### src/rtl/ts_cap_pkg.sv
package ts_cap_pkg;

    localparam int REG_AW  = 6;
    localparam int REG_DW  = 32;
    localparam logic [REG_AW-1:0] OFS_BASE = 6'h20;
    localparam logic [REG_AW-1:0] OFS_CTRL = 6'h24;

    localparam int BIT_DE_MASK   = 17;
    localparam int BIT_DE        = 16;
    localparam int BIT_RUN       = 15;
    localparam int BIT_OVR_MASK  = 14;
    localparam int BIT_AF_MASK   = 13;
    localparam int BIT_LOCK_MASK = 12;
    localparam int BIT_OVR       = 11;
    localparam int BIT_AF        = 10;
    localparam int BIT_LOCK      = 9;
    localparam int BIT_ACK       = 8;
    localparam int THR_W         = 7;
    localparam int CNT_LSB       = 24;
    localparam int CNT_FIELD_W   = 8;

    typedef enum logic [1:0] {
        FR_IDLE = 2'd0,
        FR_CAPT = 2'd1,
        FR_DROP = 2'd2
    } fr_state_e;

    typedef struct packed {
        logic             de_mask;
        logic             run;
        logic             ovr_mask;
        logic             af_mask;
        logic             lock_mask;
        logic [THR_W-1:0] thr;
    } ctrl_t;

    typedef struct packed {
        logic de;
        logic ovr;
        logic af;
    } stat_t;

    function automatic ctrl_t ctrl_from_word(logic [REG_DW-1:0] w);
        ctrl_t c;
        c.de_mask   = w[BIT_DE_MASK];
        c.run       = w[BIT_RUN];
        c.ovr_mask  = w[BIT_OVR_MASK];
        c.af_mask   = w[BIT_AF_MASK];
        c.lock_mask = w[BIT_LOCK_MASK];
        c.thr       = w[THR_W-1:0];
        return c;
    endfunction

    function automatic logic [REG_DW-1:0] pack_ctrl(
        logic [CNT_FIELD_W-1:0] cnt, ctrl_t c, stat_t s, logic lock);
        logic [REG_DW-1:0] w;
        w = '0;
        w[CNT_LSB +: CNT_FIELD_W] = cnt;
        w[BIT_DE_MASK]   = c.de_mask;
        w[BIT_DE]        = s.de;
        w[BIT_RUN]       = c.run;
        w[BIT_OVR_MASK]  = c.ovr_mask;
        w[BIT_AF_MASK]   = c.af_mask;
        w[BIT_LOCK_MASK] = c.lock_mask;
        w[BIT_OVR]       = s.ovr;
        w[BIT_AF]        = s.af;
        w[BIT_LOCK]      = lock;
        w[THR_W-1:0]     = c.thr;
        return w;
    endfunction

endpackage

### src/rtl/ts_cap_regs.sv
module ts_cap_regs
    import ts_cap_pkg::*;
#(
    parameter int ADDR_W = 32,
    parameter logic [THR_W-1:0] THR_RESET = 7'd4
) (
    input  logic                clk,
    input  logic                rst,
    input  logic                reg_we,
    input  logic [REG_AW-1:0]   reg_addr,
    input  logic [REG_DW-1:0]   reg_wdata,
    output ctrl_t               ctrl_q,
    output logic [ADDR_W-1:0]   base_q,
    output logic [ADDR_W-1:0]   base_new,
    output logic                base_we,
    output logic                ack
);

    logic ctrl_we;

    assign base_we  = reg_we && (reg_addr == OFS_BASE);
    assign ctrl_we  = reg_we && (reg_addr == OFS_CTRL);
    assign ack      = ctrl_we && reg_wdata[BIT_ACK];
    assign base_new = reg_wdata[ADDR_W-1:0];

    always_ff @(posedge clk) begin
        if (rst) begin
            ctrl_q.de_mask   <= 1'b1;
            ctrl_q.run       <= 1'b0;
            ctrl_q.ovr_mask  <= 1'b1;
            ctrl_q.af_mask   <= 1'b1;
            ctrl_q.lock_mask <= 1'b1;
            ctrl_q.thr       <= THR_RESET;
            base_q           <= '0;
        end else begin
            if (ctrl_we) ctrl_q <= ctrl_from_word(reg_wdata);
            if (base_we) base_q <= base_new;
        end
    end

endmodule

### src/rtl/ts_cap_framer.sv
module ts_cap_framer
    import ts_cap_pkg::*;
#(
    parameter int BUF_PKTS   = 8,
    parameter int PKT_WORDS  = 47,
    parameter int WORD_BYTES = 4,
    parameter int ADDR_W     = 32,
    parameter int DATA_W     = 32,
    localparam int CNT_W     = $clog2(BUF_PKTS + 1),
    localparam int WIDX_W    = (PKT_WORDS > 1) ? $clog2(PKT_WORDS) : 1
) (
    input  logic              clk,
    input  logic              rst,
    input  logic              run,
    input  logic              base_we,
    input  logic [ADDR_W-1:0] base_new,
    input  logic [ADDR_W-1:0] base_q,
    input  logic              in_valid,
    input  logic              in_first,
    input  logic [DATA_W-1:0] in_data,
    output logic              in_ready,
    output logic              dma_valid,
    output logic [ADDR_W-1:0] dma_addr,
    output logic [DATA_W-1:0] dma_data,
    input  logic              dma_ready,
    output logic [CNT_W-1:0]  cnt_q,
    output logic              done_pulse,
    output logic              ovr_pulse
);

    localparam logic [CNT_W-1:0]  CNT_FULL = CNT_W'(BUF_PKTS);
    localparam logic [WIDX_W-1:0] WIDX_END = WIDX_W'(PKT_WORDS - 1);
    localparam logic [ADDR_W-1:0] STEP     = ADDR_W'(WORD_BYTES);

    fr_state_e         st;
    logic [WIDX_W-1:0] widx;
    logic [ADDR_W-1:0] ptr;
    logic              start_ok, start_full, pass, fire, last_word;

    assign start_ok   = run && (st == FR_IDLE) && in_first && (cnt_q < CNT_FULL);
    assign start_full = run && (st == FR_IDLE) && in_first && (cnt_q >= CNT_FULL);
    assign pass       = run && ((st == FR_CAPT) || start_ok);
    assign in_ready   = pass ? dma_ready : 1'b1;
    assign dma_valid  = in_valid && pass;
    assign dma_addr   = ptr;
    assign dma_data   = in_data;
    assign fire       = in_valid && in_ready;
    assign last_word  = (widx == WIDX_END);
    assign done_pulse = fire && pass && last_word && !base_we;
    assign ovr_pulse  = fire && start_full && !base_we;

    always_ff @(posedge clk) begin
        if (rst) begin
            st    <= FR_IDLE;
            widx  <= '0;
            cnt_q <= '0;
            ptr   <= '0;
        end else if (base_we) begin
            st    <= FR_IDLE;
            widx  <= '0;
            cnt_q <= '0;
            ptr   <= base_new;
        end else if (!run) begin
            st    <= FR_IDLE;
            widx  <= '0;
            cnt_q <= '0;
            ptr   <= base_q;
        end else if (fire) begin
            unique case (st)
                FR_IDLE: begin
                    if (start_ok) begin
                        ptr <= ptr + STEP;
                        if (last_word) begin
                            cnt_q <= cnt_q + 1'b1;
                        end else begin
                            st   <= FR_CAPT;
                            widx <= widx + 1'b1;
                        end
                    end else if (start_full && !last_word) begin
                        st   <= FR_DROP;
                        widx <= widx + 1'b1;
                    end
                end
                FR_CAPT: begin
                    ptr <= ptr + STEP;
                    if (last_word) begin
                        st    <= FR_IDLE;
                        widx  <= '0;
                        cnt_q <= cnt_q + 1'b1;
                    end else begin
                        widx <= widx + 1'b1;
                    end
                end
                FR_DROP: begin
                    if (last_word) begin
                        st   <= FR_IDLE;
                        widx <= '0;
                    end else begin
                        widx <= widx + 1'b1;
                    end
                end
                default: begin
                    st   <= FR_IDLE;
                    widx <= '0;
                end
            endcase
        end
    end

endmodule

### src/rtl/ts_cap_events.sv
module ts_cap_events
    import ts_cap_pkg::*;
#(
    parameter int BUF_PKTS = 8,
    localparam int CNT_W   = $clog2(BUF_PKTS + 1)
) (
    input  logic             clk,
    input  logic             rst,
    input  ctrl_t            ctrl_q,
    input  logic             ack,
    input  logic             done_pulse,
    input  logic             ovr_pulse,
    input  logic [CNT_W-1:0] cnt_q,
    output stat_t            stat_q,
    output logic             irq
);

    logic [CNT_FIELD_W-1:0] cnt_after;
    logic                   de_set, af_set;

    assign cnt_after = CNT_FIELD_W'(cnt_q) + 1'b1;
    assign de_set    = done_pulse && (ctrl_q.thr != '0)
                       && (cnt_after == CNT_FIELD_W'(ctrl_q.thr));
    assign af_set    = done_pulse && (cnt_after == CNT_FIELD_W'(BUF_PKTS));

    always_ff @(posedge clk) begin
        if (rst || !ctrl_q.run) begin
            stat_q <= '0;
        end else begin
            stat_q.de  <= de_set    || (stat_q.de  && !ack);
            stat_q.ovr <= ovr_pulse || (stat_q.ovr && !ack);
            stat_q.af  <= af_set    || (stat_q.af  && !ack);
        end
    end

    assign irq = (stat_q.de && !ctrl_q.de_mask) || (stat_q.ovr && !ctrl_q.ovr_mask);

endmodule

### src/rtl/ts_capture_dma.sv
module ts_capture_dma
    import ts_cap_pkg::*;
#(
    parameter int BUF_PKTS   = 8,
    parameter int PKT_BYTES  = 188,
    parameter int WORD_BYTES = 4,
    parameter int ADDR_W     = 32,
    parameter logic [6:0] THR_RESET = 7'd4,
    localparam int DATA_W    = WORD_BYTES * 8,
    localparam int PKT_WORDS = PKT_BYTES / WORD_BYTES,
    localparam int CNT_W     = $clog2(BUF_PKTS + 1)
) (
    input  logic              clk,
    input  logic              rst,
    input  logic              reg_we,
    input  logic [5:0]        reg_addr,
    input  logic [31:0]       reg_wdata,
    output logic [31:0]       reg_rdata,
    input  logic              lock_in,
    input  logic              in_valid,
    input  logic              in_first,
    input  logic [DATA_W-1:0] in_data,
    output logic              in_ready,
    output logic              dma_req_valid,
    output logic [ADDR_W-1:0] dma_req_addr,
    output logic [DATA_W-1:0] dma_req_data,
    input  logic              dma_req_ready,
    output logic              irq
);

    ctrl_t             ctrl_q;
    stat_t             stat_q;
    logic [ADDR_W-1:0] base_q, base_new;
    logic              base_we, ack, done_pulse, ovr_pulse;
    logic [CNT_W-1:0]  cnt_q;

    ts_cap_regs #(
        .ADDR_W    (ADDR_W),
        .THR_RESET (THR_RESET)
    ) u_regs (
        .clk      (clk),
        .rst      (rst),
        .reg_we   (reg_we),
        .reg_addr (reg_addr),
        .reg_wdata(reg_wdata),
        .ctrl_q   (ctrl_q),
        .base_q   (base_q),
        .base_new (base_new),
        .base_we  (base_we),
        .ack      (ack)
    );

    ts_cap_framer #(
        .BUF_PKTS  (BUF_PKTS),
        .PKT_WORDS (PKT_WORDS),
        .WORD_BYTES(WORD_BYTES),
        .ADDR_W    (ADDR_W),
        .DATA_W    (DATA_W)
    ) u_framer (
        .clk       (clk),
        .rst       (rst),
        .run       (ctrl_q.run),
        .base_we   (base_we),
        .base_new  (base_new),
        .base_q    (base_q),
        .in_valid  (in_valid),
        .in_first  (in_first),
        .in_data   (in_data),
        .in_ready  (in_ready),
        .dma_valid (dma_req_valid),
        .dma_addr  (dma_req_addr),
        .dma_data  (dma_req_data),
        .dma_ready (dma_req_ready),
        .cnt_q     (cnt_q),
        .done_pulse(done_pulse),
        .ovr_pulse (ovr_pulse)
    );

    ts_cap_events #(
        .BUF_PKTS(BUF_PKTS)
    ) u_events (
        .clk       (clk),
        .rst       (rst),
        .ctrl_q    (ctrl_q),
        .ack       (ack),
        .done_pulse(done_pulse),
        .ovr_pulse (ovr_pulse),
        .cnt_q     (cnt_q),
        .stat_q    (stat_q),
        .irq       (irq)
    );

    always_comb begin
        unique case (reg_addr)
            OFS_BASE: reg_rdata = 32'(base_q);
            OFS_CTRL: reg_rdata = pack_ctrl(CNT_FIELD_W'(cnt_q), ctrl_q, stat_q, lock_in);
            default:  reg_rdata = '0;
        endcase
    end

endmodule

### config.mk
export PLATFORM = sky130hd
export DESIGN_NAME = ts_capture_dma
export DESIGN_NICKNAME = d
export VERILOG_FILES = /design/src/rtl/ts_cap_pkg.sv /design/src/rtl/ts_cap_regs.sv /design/src/rtl/ts_cap_framer.sv /design/src/rtl/ts_cap_events.sv /design/src/rtl/ts_capture_dma.sv
export SDC_FILE = /design/constraint.sdc
export NUM_CORES = 1
export LEC_CHECK = 0
export ABC_AREA = 1
export BUFFER_PORTS_ARGS = -buffer_cell sky130_fd_sc_hd__clkbuf_2
export CAP_MARGIN = 20
export CORE_ASPECT_RATIO = 1.1
export CORE_MARGIN = 2
export CORE_UTILIZATION = 52
export DETAILED_ROUTE_END_ITERATION = 10
export PLACE_DENSITY_LB_ADDON = 0.12
export SETUP_SLACK_MARGIN = 0.2
export SYNTH_ARGS = -nofsm -noshare
export SYNTH_HDL_FRONTEND = slang
export SYNTH_SLANG_ARGS = --single-unit
### constraint.sdc
create_clock -name clk -period 3.76 [get_ports clk]
set_clock_uncertainty 0.05 [all_clocks]
set_input_delay 0.376 -clock clk [delete_from_list [all_inputs] [get_ports clk]]
set_output_delay 0.376 -clock clk [all_outputs]
set_load 0.05 [all_outputs]
== Word-level counts from Yosys, hierarchy flattened ==
Cells that the tools add are included.

* $add $sub $neg: 4
* Order comparisons: 2
* Equality and inequality tests: 14
* Multiplexer cells: 20
* Bitwise operators: 1
* Reductions and logical operators: 45

{| class="wikitable"
|+ Operator list
! kind !! count
|-
| two-way mux 32 bit || 4
|-
| case mux 32 bit (2 select lines) || 2
|-
| adder 32 x 3 -> 32 bit (second input constant) || 1
|-
| logical AND 1 bit || 24
|-
| two-way mux 6 bit || 4
|-
| == test 6 bit (second input constant) || 3
|-
| case mux 6 bit (2 select lines) || 1
|-
| AND reduction 3 bit || 3
|-
| == test 8 x 4 -> 1 bit (second input constant) || 1
|-
| == test 8 x 7 -> 1 bit || 1
|-
| two-way mux 2 bit || 4
|-
| two-way mux 4 bit || 2
|-
| case mux 4 bit (2 select lines) || 1
|-
| nonzero test 7 bit || 1
|-
| adder 6 x 1 -> 6 bit (second input constant) || 1
|-
| logical NOT 1 bit || 6
|-
| logical OR 1 bit || 6
|-
| adder 4 x 1 -> 5 bit (second input constant) || 1
|-
| adder 4 x 1 -> 4 bit (second input constant) || 1
|-
| greater-or-equal comparator 4 bit (second input constant) || 1
|-
| < comparator 4 bit (second input constant) || 1
|-
| != test 2 x 1 -> 1 bit (second input constant) || 2
|-
| != test 4 x 1 -> 1 bit (second input constant) || 1
|-
| != test 4 x 2 -> 1 bit (second input constant) || 1
|-
| 13 further kinds || 13
|}

* Bits in registers: 91
* Input port bits: 77
* Output and inout port bits: 99

== Longest topological paths before layout ==
* Depth in word-level cells: 14
* Depth in mapped cells: 11
* Gate-level depth less buffers: 11

== By module ==
A second synthesis with hierarchy kept.

* Cells, all modules: 1,078
* Area, all modules: 6,571.3 um2

{| class="wikitable"
|+ Modules (own cells, without submodules)
! module !! instances !! cells each !! area each (um2) !! sequential area each (um2)
|-
| ts_cap_framer || 1 || 598 || 3,580.9 || 880.8
|-
| ts_cap_regs || 1 || 316 || 2,132.0 || 880.8
|-
| ts_capture_dma || 1 || 108 || 538.0 || 0.0
|-
| ts_cap_events || 1 || 56 || 320.3 || 60.1
|}

== Least setup slack after synthesis ==
OpenSTA, ideal clock, no wires.

* Path kind: input to output
* Start: in reg_addr[5]
* End: out reg_rdata[10]
* Data arrival time: 1.974 ns
* Path slack: 1.360 ns
* Cell stages on the path: 5
* Buffers on the path: 1
* Cells stage by stage: inv_1 nor2_1 nand3_1 clkbuf_1 o21ai_0

* Longest elaborated chain between the ends: 2

{| class="wikitable"
|+ Ends and longest elaborated chain
! item !! RTL line !! source
|-
| from (decl) || ts_capture_dma.sv:16 || <nowiki>input logic [5:0] reg_addr,</nowiki>
|-
| == test 6 bit || ts_capture_dma.sv:94 || <nowiki>unique case (reg_addr)</nowiki>
|-
| case mux 32 bit (2 select lines) * || ts_capture_dma.sv:94 ||
|-
| to (decl) || ts_capture_dma.sv:18 || <nowiki>output logic [31:0] reg_rdata,</nowiki>
|}

Mark *: on every way between the ends. The rest lies on a longest branch, timed or not.

== Worst setup path in the final report ==
* Start: in reg_addr[1]
* End: out reg_rdata[17]

The elaborated chain is that of the path after synthesis.

==> results.md <==
- Status: complete, no violations
- F_max: roughly 420 MHz
- Cell taking the most area after synthesis: dfxtp_1
- Final Max Tran Viols: 0
- Vias post-DR: just over 6k
- Syn_area_per_cell: slightly above 6 sq um
- Post-Syn Area: 5780 sq um
- Post-Layout Cell Count: about 1.2k
- Sequential Area: 1820 sq um
- TritonCTS Buffers: 9
- Yosys cell types: 36
- Power Dens Cells: about 330 nW/um^2
- Final non-filler cell area: 6490 sq um
- CTS hold repair buffers: 0
- Setup Crit Path Kind: input port to primary output
- Die area: 12000 sq um
- Setup ws final: between 1 and 1.5 ns
- Vias in the first global route: 5267
- Hpwl dp: around 12 mm
- Area Overhead vs Synth: 12.3%
- Fin crit period: 2.38 ns
- VDD IR-drop max: roughly 0.00021 V
- DIE WIDTH: between 100 and 150 um
- CP endpoint kind: primary output
- Final hold slack: roughly 0.21 ns
- Post-synth top cells: nand2_1 (236), nor2_1 (151), inv_1 (106)
- Area of the multi-input gates: 3120 sq um
- Core area: 10900 sq um
- Final setup viols: 0
- Leak pwr: 2.62 nW
- Starting DRT DRC Count: 373
- Filler instances: 1150
- DP Worst Slack: 1.40 ns
- Area contributors post-synth: dfxtp_1 (32%), nand2_1 (15%), nor2_1 (9.8%)
- Sw power: 480 uW
- Total GRT Usage: 0.270
- Synth Register Bits: 91
- CTS tree: built
- CP Data Arrival Time: roughly 2.0 ns
- Hold Crit Class: input port to flip-flop
- Clk sinks: 91
- Pre-antenna DRT Iters: 5
- Pwr Total: 2.16 mW
- Pin count of the biggest net entering global routing: 60
- GPL Wtd Cong: 0.910
- Net Sw Frac: 0.223
- RSZ-0062 raised after global routing: no
- Number of gates resized after CTS: 0
- Layout Utilization: 0.597
- Wire per inst: between 10 and 15 um
- Row cnt: 40
- Later-pin clock latency in the skew report: 0.35 ns
- CP startpoint kind: input port
- Final count of hold timing violations: 0
- Internal power: 1.68 mW
- H-tree levels: 3
- ANT cells: 0
- Post-CTS setup buffers: 0
- Synthesis Warnings: 0
- Detailed Route WL: ~16 mm
- Starting Density: 0.532
- IO Count: around 180
- Clock Tree Root: clkbuf_16
- Via-to-Cell Ratio: 5.29
- Post-Synthesis Cells: 942
- Post-synth top area share: 0.315
- Layout cells sized above 1: 0.146
- Gate power share: 0.051
- Die H: 115 um
- Total grt overflow: 0
- Nets@finish: ~1.1k
- Register area share after synthesis: 0.315
- Post-synth EDFFs: 0
- Largest fanout on the critical path: 14
- Worst Path Required: 3.33 ns
- Clk slew on worst S/H paths: ~0.07 ns
- DRC viols: 0
- Slew margin rel.: 0.556
- Mapped Nets: 1028
- Async SR Flop Fraction: 0
- Final period util: 0.633
- Antenna Violating Nets Remaining: 0
- IO Port Bufs: 111
- Slew @ Worst Pin: 0.664 ns
- Most frequent cell after synthesis: nand2_1
- Max cap viols: 0
- First-pass GRT wire length: 26.1 mm
- Placed Area: 6140 sq um
- CTS Buffer Depth: 2
- Initial antenna violation count: 0
- Placed cells: 1136
- Setup TNS: 0 ns
- Top_reg_cell synth: dfxtp_1
- Flop pwr share: 0.453
- Clock power frac: 0.496
## layer usage
| metal | up-vias | global-route usage | wire length (um) |
|---|---|---|---|
| li1 | 3077 | - | - |
| met1 | 2761 | 0.377 | 7600 |
| met2 | 221 | 0.430 | 7420 |
| met3 | 30 | 0.0285 | 1080 |
| met4 | 0 | 0.105 | 372 |
| met5 | - | 0 | 0 |
## layout make-up
class	instances	share of cell area
Multi-Input combinational cell	672	0.481
Sequential cell	91	0.281
Timing Repair Buffer	116	0.0914
Inverter	110	0.0644
Clock buffer	10	0.0368
Tap cell	147	0.0283
Clock inverter	6	0.0172
## power by group through the flow
stage	clock (mW)	sequential, mW	combinational [mW]
6_report	1.07	0.978	0.110
2_1_floorplan	0	1.01	0.144
3_3_place_gp	0	1.00	0.108
5_1_grt	1.11	0.979	0.121
3_5_place_dp	0	1.00	0.109
4_1_cts	1.08	0.978	0.109
## sequential cells by signal, summed over array words and instances (netlist names)
name               flops
u_regs.base_q         32
u_events.stat_q        3
u_framer.dma_addr     32
u_framer.st            2
u_regs.ctrl_q         12
u_framer.widx          6
u_framer.cnt_q         4
## cell families after synthesis
group,count (synthesis),synth area share
AOI/OAI and AO/OA,172,0.161
xor gates and xnor gates,11,0.0167
adders and majority gates,9,0.0195
buffers and inverters,179,0.144
DFF,91,0.315
and+or+nand+nor,480,0.344
## critical path: stages
cell      delay [ns]
clkbuf_2        0.08
nor2_1          0.15
and3b_1         0.17
nand2_1         0.34
inv_1           0.35
nand2_1         0.09
o21ai_0         0.09
clkbuf_2        0.30
## worst paths after layout
check | start | end | slack, ns | depth (start not counted)
worst max-delay path | reg_addr[1] | reg_rdata[17] | 1.38 | 8
worst max register to register | u_regs.ctrl_q[10]$_SDFFE_PP0P_ | u_framer.dma_addr[2]$_SDFFE_PP0P_ | 1.42 | 6
worst min register to register | u_regs.base_q[3]$_SDFFE_PP0P_ | u_regs.base_q[3]$_SDFFE_PP0P_ | 0.42 | 2
worst min-delay path | reg_wdata[13] | u_regs.ctrl_q[8]$_SDFFE_PP1P_ | 0.21 | 3
## cell usage in the layout, fill, tap and decap left out, types with 9 or more instances in the layout
cell type and count:
nand3_1 68, o22ai_1 13, clkbuf_16 9, inv_1 106, a21oi_1 85, ha_1 9, o21a_1 14, o21ai_0 46
nand2_1 236, clkbuf_2 111, nor2_1 151, dfxtp_1 91
(Power assumes the default switching activity.)
